[config.mk]
export PLATFORM = sky130hd
export DESIGN_NAME = cfg_req_builder
export DESIGN_NICKNAME = d
export VERILOG_FILES = /design/src/rtl/cfgb_pkg.sv /design/src/rtl/cfgb_dpath.sv /design/src/rtl/cfgb_ctrl.sv /design/src/rtl/cfg_req_builder.sv
export SDC_FILE = /design/constraint.sdc
export NUM_CORES = 1
export LEC_CHECK = 0
export ABC_AREA = 1
export BUFFER_PORTS_ARGS = -buffer_cell sky130_fd_sc_hd__buf_2
export CAP_MARGIN = 20
export CORE_ASPECT_RATIO = 0.6
export CORE_MARGIN = 5
export CORE_UTILIZATION = 29
export CTS_BUF_LIST = sky130_fd_sc_hd__clkbuf_4 sky130_fd_sc_hd__clkbuf_8
export DETAILED_ROUTE_END_ITERATION = 12
export GPL_TIMING_DRIVEN = 1
export MAX_ROUTING_LAYER = met4
export PLACE_DENSITY = 0.61
export SYNTH_ARGS = -nofsm -noshare
export SYNTH_HDL_FRONTEND = slang
export SYNTH_SLANG_ARGS = --single-unit
[constraint.sdc]
create_clock -name clk -period 3.5 [get_ports clk]
set_input_delay 0.35 -clock clk [delete_from_list [all_inputs] [get_ports clk]]
set_output_delay 0.35 -clock clk [all_outputs]
set_load 0.005 [all_outputs]
[src/rtl/cfgb_pkg.sv]
package cfgb_pkg;
  typedef enum logic [2:0] {ST_IDLE, ST_HDR, ST_MID, ST_TAIL, ST_WAIT} state_e;

  typedef struct packed {
    logic       load;
    logic [1:0] beatSel;
    logic       rootUpd;
  } ctrlStrobe_t;

  localparam logic [1:0] SZ_BYTE = 2'd0;
  localparam logic [1:0] SZ_HALF = 2'd1;

  localparam logic [1:0] ERR_NONE   = 2'd0;
  localparam logic [1:0] ERR_BADREG = 2'd1;
  localparam logic [1:0] ERR_ABSENT = 2'd2;

  localparam logic [1:0] SEL_HDR  = 2'd0;
  localparam logic [1:0] SEL_MID  = 2'd1;
  localparam logic [1:0] SEL_TAIL = 2'd2;

  localparam logic [7:0] FMT_RD0 = 8'h04;
  localparam logic [7:0] FMT_WR0 = 8'h44;
  localparam logic [7:0] FMT_RD1 = 8'h05;
  localparam logic [7:0] FMT_WR1 = 8'h45;
  localparam logic [7:0] TAG_RD  = 8'h1D;
  localparam logic [7:0] TAG_WR  = 8'h10;

  localparam logic [15:0] BAR0_OFF     = 16'h0010;
  localparam logic [15:0] PRIM_BUS_OFF = 16'h0018;
endpackage

[src/rtl/cfgb_dpath.sv]
module cfgb_dpath
  import cfgb_pkg::*;
#(
  parameter int         ADDR_W        = 12,
  parameter logic [7:0] ROOT_BUS_INIT = 8'h00,
  parameter logic [7:0] RP_DEVFN      = 8'h00
) (
  input  logic              clk,
  input  logic              rstN,
  input  ctrlStrobe_t       strobe,
  input  logic              reqWrite,
  input  logic [7:0]        reqBus,
  input  logic [7:0]        reqDevFn,
  input  logic [ADDR_W-1:0] reqAddr,
  input  logic [1:0]        reqSize,
  input  logic [31:0]       reqWdata,
  output logic              refuseBad,
  output logic              refuseAbsent,
  output logic              alignedWr,
  output logic              primWr,
  output logic [63:0]       outData
);
  localparam int OFF_W = 16;

  logic [7:0]       rootBus;
  logic [31:0]      hdr0, hdr1, hdr2, payload;
  logic [7:0]       newBusQ;
  logic             isRoot, isBelow;
  logic [1:0]       lane;
  logic [OFF_W-1:0] offFull, offWord;
  logic [3:0]       byteEn;
  logic [31:0]      shData;
  logic [7:0]       typeByte;

  always_comb begin
    isRoot  = (reqBus == rootBus);
    isBelow = (reqBus == rootBus + 8'd1);
    lane    = reqAddr[1:0];
    offFull = OFF_W'(reqAddr);
    offWord = offFull & 16'hFFFC;
    case (reqSize)
      SZ_BYTE: begin
        byteEn = 4'b0001 << lane;
        shData = {24'h0, reqWdata[7:0]} << {lane, 3'b000};
      end
      SZ_HALF: begin
        byteEn = 4'b0011 << lane;
        shData = {16'h0, reqWdata[15:0]} << {lane, 3'b000};
      end
      default: begin
        byteEn = 4'hF;
        shData = reqWdata;
      end
    endcase
    if (reqWrite) typeByte = isRoot ? FMT_WR0 : FMT_WR1;
    else          typeByte = isRoot ? FMT_RD0 : FMT_RD1;
    refuseBad    = isRoot && (reqDevFn == 8'h00) && (offFull == BAR0_OFF);
    refuseAbsent = !refuseBad && (isRoot || isBelow) && (reqDevFn[7:3] != 5'd0);
  end

  always_ff @(posedge clk) begin
    if (!rstN) begin
      rootBus   <= ROOT_BUS_INIT;
      hdr0      <= '0;
      hdr1      <= '0;
      hdr2      <= '0;
      payload   <= '0;
      newBusQ   <= '0;
      alignedWr <= 1'b0;
      primWr    <= 1'b0;
    end else begin
      if (strobe.load) begin
        hdr0      <= {typeByte, 24'h000001};
        hdr1      <= {rootBus, RP_DEVFN, (reqWrite ? TAG_WR : TAG_RD), 4'h0, byteEn};
        hdr2      <= {reqBus, reqDevFn, offWord};
        payload   <= reqWrite ? shData : 32'h0;
        newBusQ   <= shData[7:0];
        alignedWr <= reqWrite && (reqAddr[2:0] == 3'b000);
        primWr    <= reqWrite && isRoot && (offWord == PRIM_BUS_OFF);
      end
      if (strobe.rootUpd) rootBus <= newBusQ;
    end
  end

  always_comb begin
    case (strobe.beatSel)
      SEL_HDR: outData = {hdr1, hdr0};
      SEL_MID: outData = {(alignedWr ? 32'h0 : payload), hdr2};
      default: outData = {32'h0, payload};
    endcase
  end


  root_bus_upd_chk: assert property (@(posedge clk) disable iff (!rstN)
    (rootBus != $past(rootBus)) |-> $past(strobe.rootUpd));


  byte_en_single_chk: assert property (@(posedge clk) disable iff (!rstN)
    (strobe.load && reqSize == SZ_BYTE) |=> ($countones(hdr1[3:0]) == 1));
endmodule

[src/rtl/cfgb_ctrl.sv]
module cfgb_ctrl
  import cfgb_pkg::*;
(
  input  logic        clk,
  input  logic        rstN,
  input  logic        reqValid,
  output logic        reqReady,
  input  logic        refuseBad,
  input  logic        refuseAbsent,
  input  logic        alignedWr,
  input  logic        primWr,
  input  logic        outReady,
  input  logic        cplValid,
  input  logic        cplOk,
  output logic        outValid,
  output logic        outSop,
  output logic        outEop,
  output logic        errValid,
  output logic [1:0]  errCode,
  output ctrlStrobe_t strobe
);
  state_e state, stateNxt;
  logic   accept, refused;

  always_comb begin
    reqReady = (state == ST_IDLE);
    accept   = reqValid && reqReady;
    refused  = refuseBad || refuseAbsent;
    outValid = (state == ST_HDR) || (state == ST_MID) || (state == ST_TAIL);
    outSop   = (state == ST_HDR);
    outEop   = ((state == ST_MID) && !alignedWr) || (state == ST_TAIL);

    strobe.load    = accept && !refused;
    strobe.rootUpd = (state == ST_WAIT) && cplValid && cplOk;
    case (state)
      ST_MID:  strobe.beatSel = SEL_MID;
      ST_TAIL: strobe.beatSel = SEL_TAIL;
      default: strobe.beatSel = SEL_HDR;
    endcase

    stateNxt = state;
    case (state)
      ST_IDLE: if (accept && !refused) stateNxt = ST_HDR;
      ST_HDR:  if (outReady) stateNxt = ST_MID;
      ST_MID:  if (outReady) stateNxt = alignedWr ? ST_TAIL : (primWr ? ST_WAIT : ST_IDLE);
      ST_TAIL: if (outReady) stateNxt = primWr ? ST_WAIT : ST_IDLE;
      ST_WAIT: if (cplValid) stateNxt = ST_IDLE;
      default: stateNxt = ST_IDLE;
    endcase
  end

  always_ff @(posedge clk) begin
    if (!rstN) begin
      state    <= ST_IDLE;
      errValid <= 1'b0;
      errCode  <= ERR_NONE;
    end else begin
      state    <= stateNxt;
      errValid <= accept && refused;
      errCode  <= !(accept && refused) ? ERR_NONE : (refuseBad ? ERR_BADREG : ERR_ABSENT);
    end
  end


  err_no_beat_chk: assert property (@(posedge clk) disable iff (!rstN)
    errValid |-> !outValid);


  sop_follows_accept_chk: assert property (@(posedge clk) disable iff (!rstN)
    (reqValid && reqReady && !refuseBad && !refuseAbsent) |=> (outValid && outSop));


  eop_ends_packet_chk: assert property (@(posedge clk) disable iff (!rstN)
    (outValid && outReady && outEop) |=> !outValid);


  stall_hold_state_chk: assert property (@(posedge clk) disable iff (!rstN)
    (outValid && !outReady) |=> (outValid && $stable(outSop) && $stable(outEop)));
endmodule

[src/rtl/cfg_req_builder.sv]
module cfg_req_builder
  import cfgb_pkg::*;
#(
  parameter int         ADDR_W        = 12,
  parameter logic [7:0] ROOT_BUS_INIT = 8'h00,
  parameter logic [7:0] RP_DEVFN      = 8'h00
) (
  input  logic              clk,
  input  logic              rstN,
  input  logic              reqValid,
  output logic              reqReady,
  input  logic              reqWrite,
  input  logic [7:0]        reqBus,
  input  logic [7:0]        reqDevFn,
  input  logic [ADDR_W-1:0] reqAddr,
  input  logic [1:0]        reqSize,
  input  logic [31:0]       reqWdata,
  output logic              errValid,
  output logic [1:0]        errCode,
  output logic              outValid,
  input  logic              outReady,
  output logic [63:0]       outData,
  output logic              outSop,
  output logic              outEop,
  input  logic              cplValid,
  input  logic              cplOk
);
  ctrlStrobe_t strobe;
  logic refuseBad, refuseAbsent, alignedWr, primWr;

  cfgb_ctrl ctrl_i (
    .clk(clk), .rstN(rstN), .reqValid(reqValid), .reqReady(reqReady),
    .refuseBad(refuseBad), .refuseAbsent(refuseAbsent),
    .alignedWr(alignedWr), .primWr(primWr), .outReady(outReady),
    .cplValid(cplValid), .cplOk(cplOk), .outValid(outValid),
    .outSop(outSop), .outEop(outEop), .errValid(errValid),
    .errCode(errCode), .strobe(strobe)
  );

  cfgb_dpath #(
    .ADDR_W(ADDR_W), .ROOT_BUS_INIT(ROOT_BUS_INIT), .RP_DEVFN(RP_DEVFN)
  ) dpath_i (
    .clk(clk), .rstN(rstN), .strobe(strobe), .reqWrite(reqWrite),
    .reqBus(reqBus), .reqDevFn(reqDevFn), .reqAddr(reqAddr),
    .reqSize(reqSize), .reqWdata(reqWdata), .refuseBad(refuseBad),
    .refuseAbsent(refuseAbsent), .alignedWr(alignedWr), .primWr(primWr),
    .outData(outData)
  );


  hold_beat_chk: assert property (@(posedge clk) disable iff (!rstN)
    (outValid && !outReady) |=> (outValid && $stable(outData)));
endmodule

==> results.md <==
* Setup Crit Path Kind: reg -> out
* First-pass GRT wire length at about 29 mm
* Routed Antenna Nets at 0
* VDD IR max at 0.207 mV
* Startpoint types: register
* Routed len/inst at 16.4 um
* CP most frequent cell: inv_1
* Nets@finish at 976
* Placed Area at 5870 um^2
* Drt pass-1 iters at 5
* Fmax achieved at roughly 320 MHz
* CTS tree: done
* Die area at 20200 um^2
* Port Buffers at 139
* Cts repair resizes at 0
* Drt drc at 0
* CP required at 3.15 ns
* Setup TNS at 0 ns
* Power Dens Cells at 590 nW/um^2
* R2r setup slk at 0.78 ns
* Clock-pin slew on the worst setup and hold paths at 0.11 ns
* Critical Path Max Stage Delay at 0.56 ns
* Core Rows at 37
* Io pins at 140
* Crit path cell chain: inv_1 -> nor2_1 -> inv_2 -> nor2_8 -> inv_1 -> or2_2 -> o21ai_0 -> buf_2
* Synthesis-stage register bit count at 98
* R2R depth at 14
* Worst-Margin Slew at between 0.9 and 1 ns
* Total Routed Length at 18.8 mm
* Antenna Cells at 0
* CTS sink cnt at between 90 and 100
* Maximum buffer depth of the clock tree at 2
* Destination of the worst hold path: dpath_i.hdr2[6]
* All-Layer GR Usage at 18.6%
* Via count at 5554
* Grt total ovfl at 0
* Vias in the first global route at 4979
* Via density at 4.85
* Crit Path Max Fanout at 33
* Die span in x at ~180 um
* Utilization after layout at between 30% and 40%
* Final Setup Violations at 0
* Worst R2R End: dpath_i.hdr1[0]
* RSZ-0062 raised after global routing: no
* Area of the multi-input gates at 2550 um^2
* Area of the mapped netlist at 5030 um^2
* Hold_buf cts at 0
* Max cap viols at 0
* Slew Limit Fails at 0
* Initial Util at approximately 30%
* Pwr Total at 0.00358 W
* Die height at 112 um
* Post-synth cell types at 33
* RD Place Congestion at 0.933
* Worst flop-to-flop path startpoint: dpath_i.rootBus[1]
* Status: finished clean
* Area Growth Syn to Fin at 20.4%
* Initial DRC Count at roughly 630
* Avg Inst Size Synth at 6.36 um^2
* Fin crit period at 3.12 ns
* Clock skew at 0.0123 ns
* Syn nets at 862
* Warnings from Yosys at 0
* Tcrit/Tclk final at 89.0%
* Root buffer cell: clkbuf_8
* Core Area at ~17000 um^2
* Most common library cell in the layout ignoring fill and taps: nand2_1
* Largest net degree at the start of global routing at 66
* Most frequent cells in the layout: 192 x nand2_1, 150 x nor2_1, 139 x buf_2
* Crit path buf inv count at 4
* Design area at between 6000 and 7000 um^2
* Top delay family on crit path: simple AND/OR/NAND/NOR gates
* Worst Hold Depth at 3
* CTS Buf Count at 9
* Layout cells sized above 1 at around a fifth
* Min-delay src: reqAddr[6]
* DP HPWL at between 10 and 15 mm
* Crit path max-delay cell type: or2_2
* Post CTS Setup Buffer Count at 0
* Filler cell count in the final layout at 1886
* Seq/Total Area, Yosys at 39.0%
* Leak Pwr at between 2 and 3 nW
* Crit path DAT at 2.77 ns
* Endpoints failing hold at 0
* Initial antenna violation count at 0
* H-tree depth at 3
* Reg area at roughly 2000 um^2
* Worst skew pair latency at 0.37 ns
* Max-Slew Margin vs Limit at 34.5%
* Worst min path class: in -> reg
* Cell count after synthesis at just under 800
* Crit. End Element: primary output
## worst max-delay path by stage
stage,depth (start not counted),slack [ns],from,to
floorplan,9,1.52,ctrl_i.state[1],outData[33]
global placement,8,0.85,ctrl_i.state[1],outData[34]
detailed placement,13,0.83,reqAddr[0],dpath_i.hdr1[11]
CTS,8,0.42,ctrl_i.state[1],outData[34]
global route,8,0.21,ctrl_i.state[1],outData[57]
finish,8,0.38,ctrl_i.state[1],outData[34]
## registers in the layout, indices dropped and copies added (netlist names)
name / cells
ctrl_i.errCode: 2
dpath_i.payload: 32
ctrl_i.state: 3
dpath_i.hdr0: 3
dpath_i.rootBus: 8
dpath_i.hdr1: 13
dpath_i.newBusQ: 8
dpath_i.alignedWr: 1
dpath_i.hdr2: 26
ctrl_i.errValid: 1
dpath_i.primWr: 1
## metal layers
metal  vias up  track usage, %  wire length (um)
li1       2748               -                 -
met1      2559            29.7              9870
met2       238            23.1              7080
met3         9            4.86              1760
met4         0            2.52                99
met5         -               -                 0
## stage by stage
stage	hold slack [ns]	setup WS (ns)	instances
3_5_place_dp	0.456	0.826	1129
5_1_grt	0.257	0.214	1145
3_3_place_gp	0.451	0.852	1129
6_report	0.251	0.384	1145
4_1_cts	0.236	0.424	1145
2_1_floorplan	0.427	1.52	792
## synth_stat cells, drive strengths merged
cell | count | share of area, %
o21ai | 121 | 12
nor3 | 4 | 0.50
a22oi | 1 | 0.15
o22ai | 10 | 1.2
a21oi | 52 | 5.2
xnor2 | 3 | 0.52
buf | 19 | 2.5
a22o | 7 | 1.2
clkinv | 2 | 0.15
inv | 80 | 6.0
o211ai | 4 | 0.60
xor2 | 3 | 0.52
and2 | 1 | 0.12
or2 | 1 | 0.12
and3 | 1 | 0.12
dfxtp | 98 | 39
nand3 | 9 | 0.89
nand4 | 5 | 0.62
nor2 | 154 | 12
nand2 | 193 | 15
ha | 1 | 0.25
clkbuf | 23 | 1.7
## cells by family (layout without fill, tap and decap cells)
| kind of cell | after synthesis | after routing | synth area share (%) |
|---|---|---|---|
| xor+xnor | 6 | 6 | 1.04 |
| fa+ha+maj | 1 | 1 | 0.248 |
| buf+inv | 124 | 243 | 10.4 |
| flops | 98 | 98 | 39.0 |
| simple gates | 368 | 368 | 29.0 |
| compound gates | 195 | 195 | 20.4 |
## report_power, final
group | switching, W | internal (W) | leakage (nW)
clock | 0.000427 | 0.000341 | 0.100
sequential | 0.000143 | 0.00135 | 0.803
combinational | 0.000886 | 0.000433 | 1.77
total | 0.00146 | 0.00212 | 2.67
## final cells by class
type / instances / share of cell area [%]
Multi-Input combinational cell: 570 / 42.1
Clock buffer: 10 / 2.17
Inverter: 82 / 5.08
Sequential cell: 98 / 32.4
Clock inverter: 6 / 1.07
Timing Repair Buffer: 145 / 12.4
Tap cell: 234 / 4.83
## tightest hold or removal path, delay by kind of cell
family | cells | cell delay (ns)
buf+inv | 1 | 0.10
compound gates | 1 | 0.08
simple gates | 1 | 0.07
No activity file was read; power rests on OpenSTA's default activity.
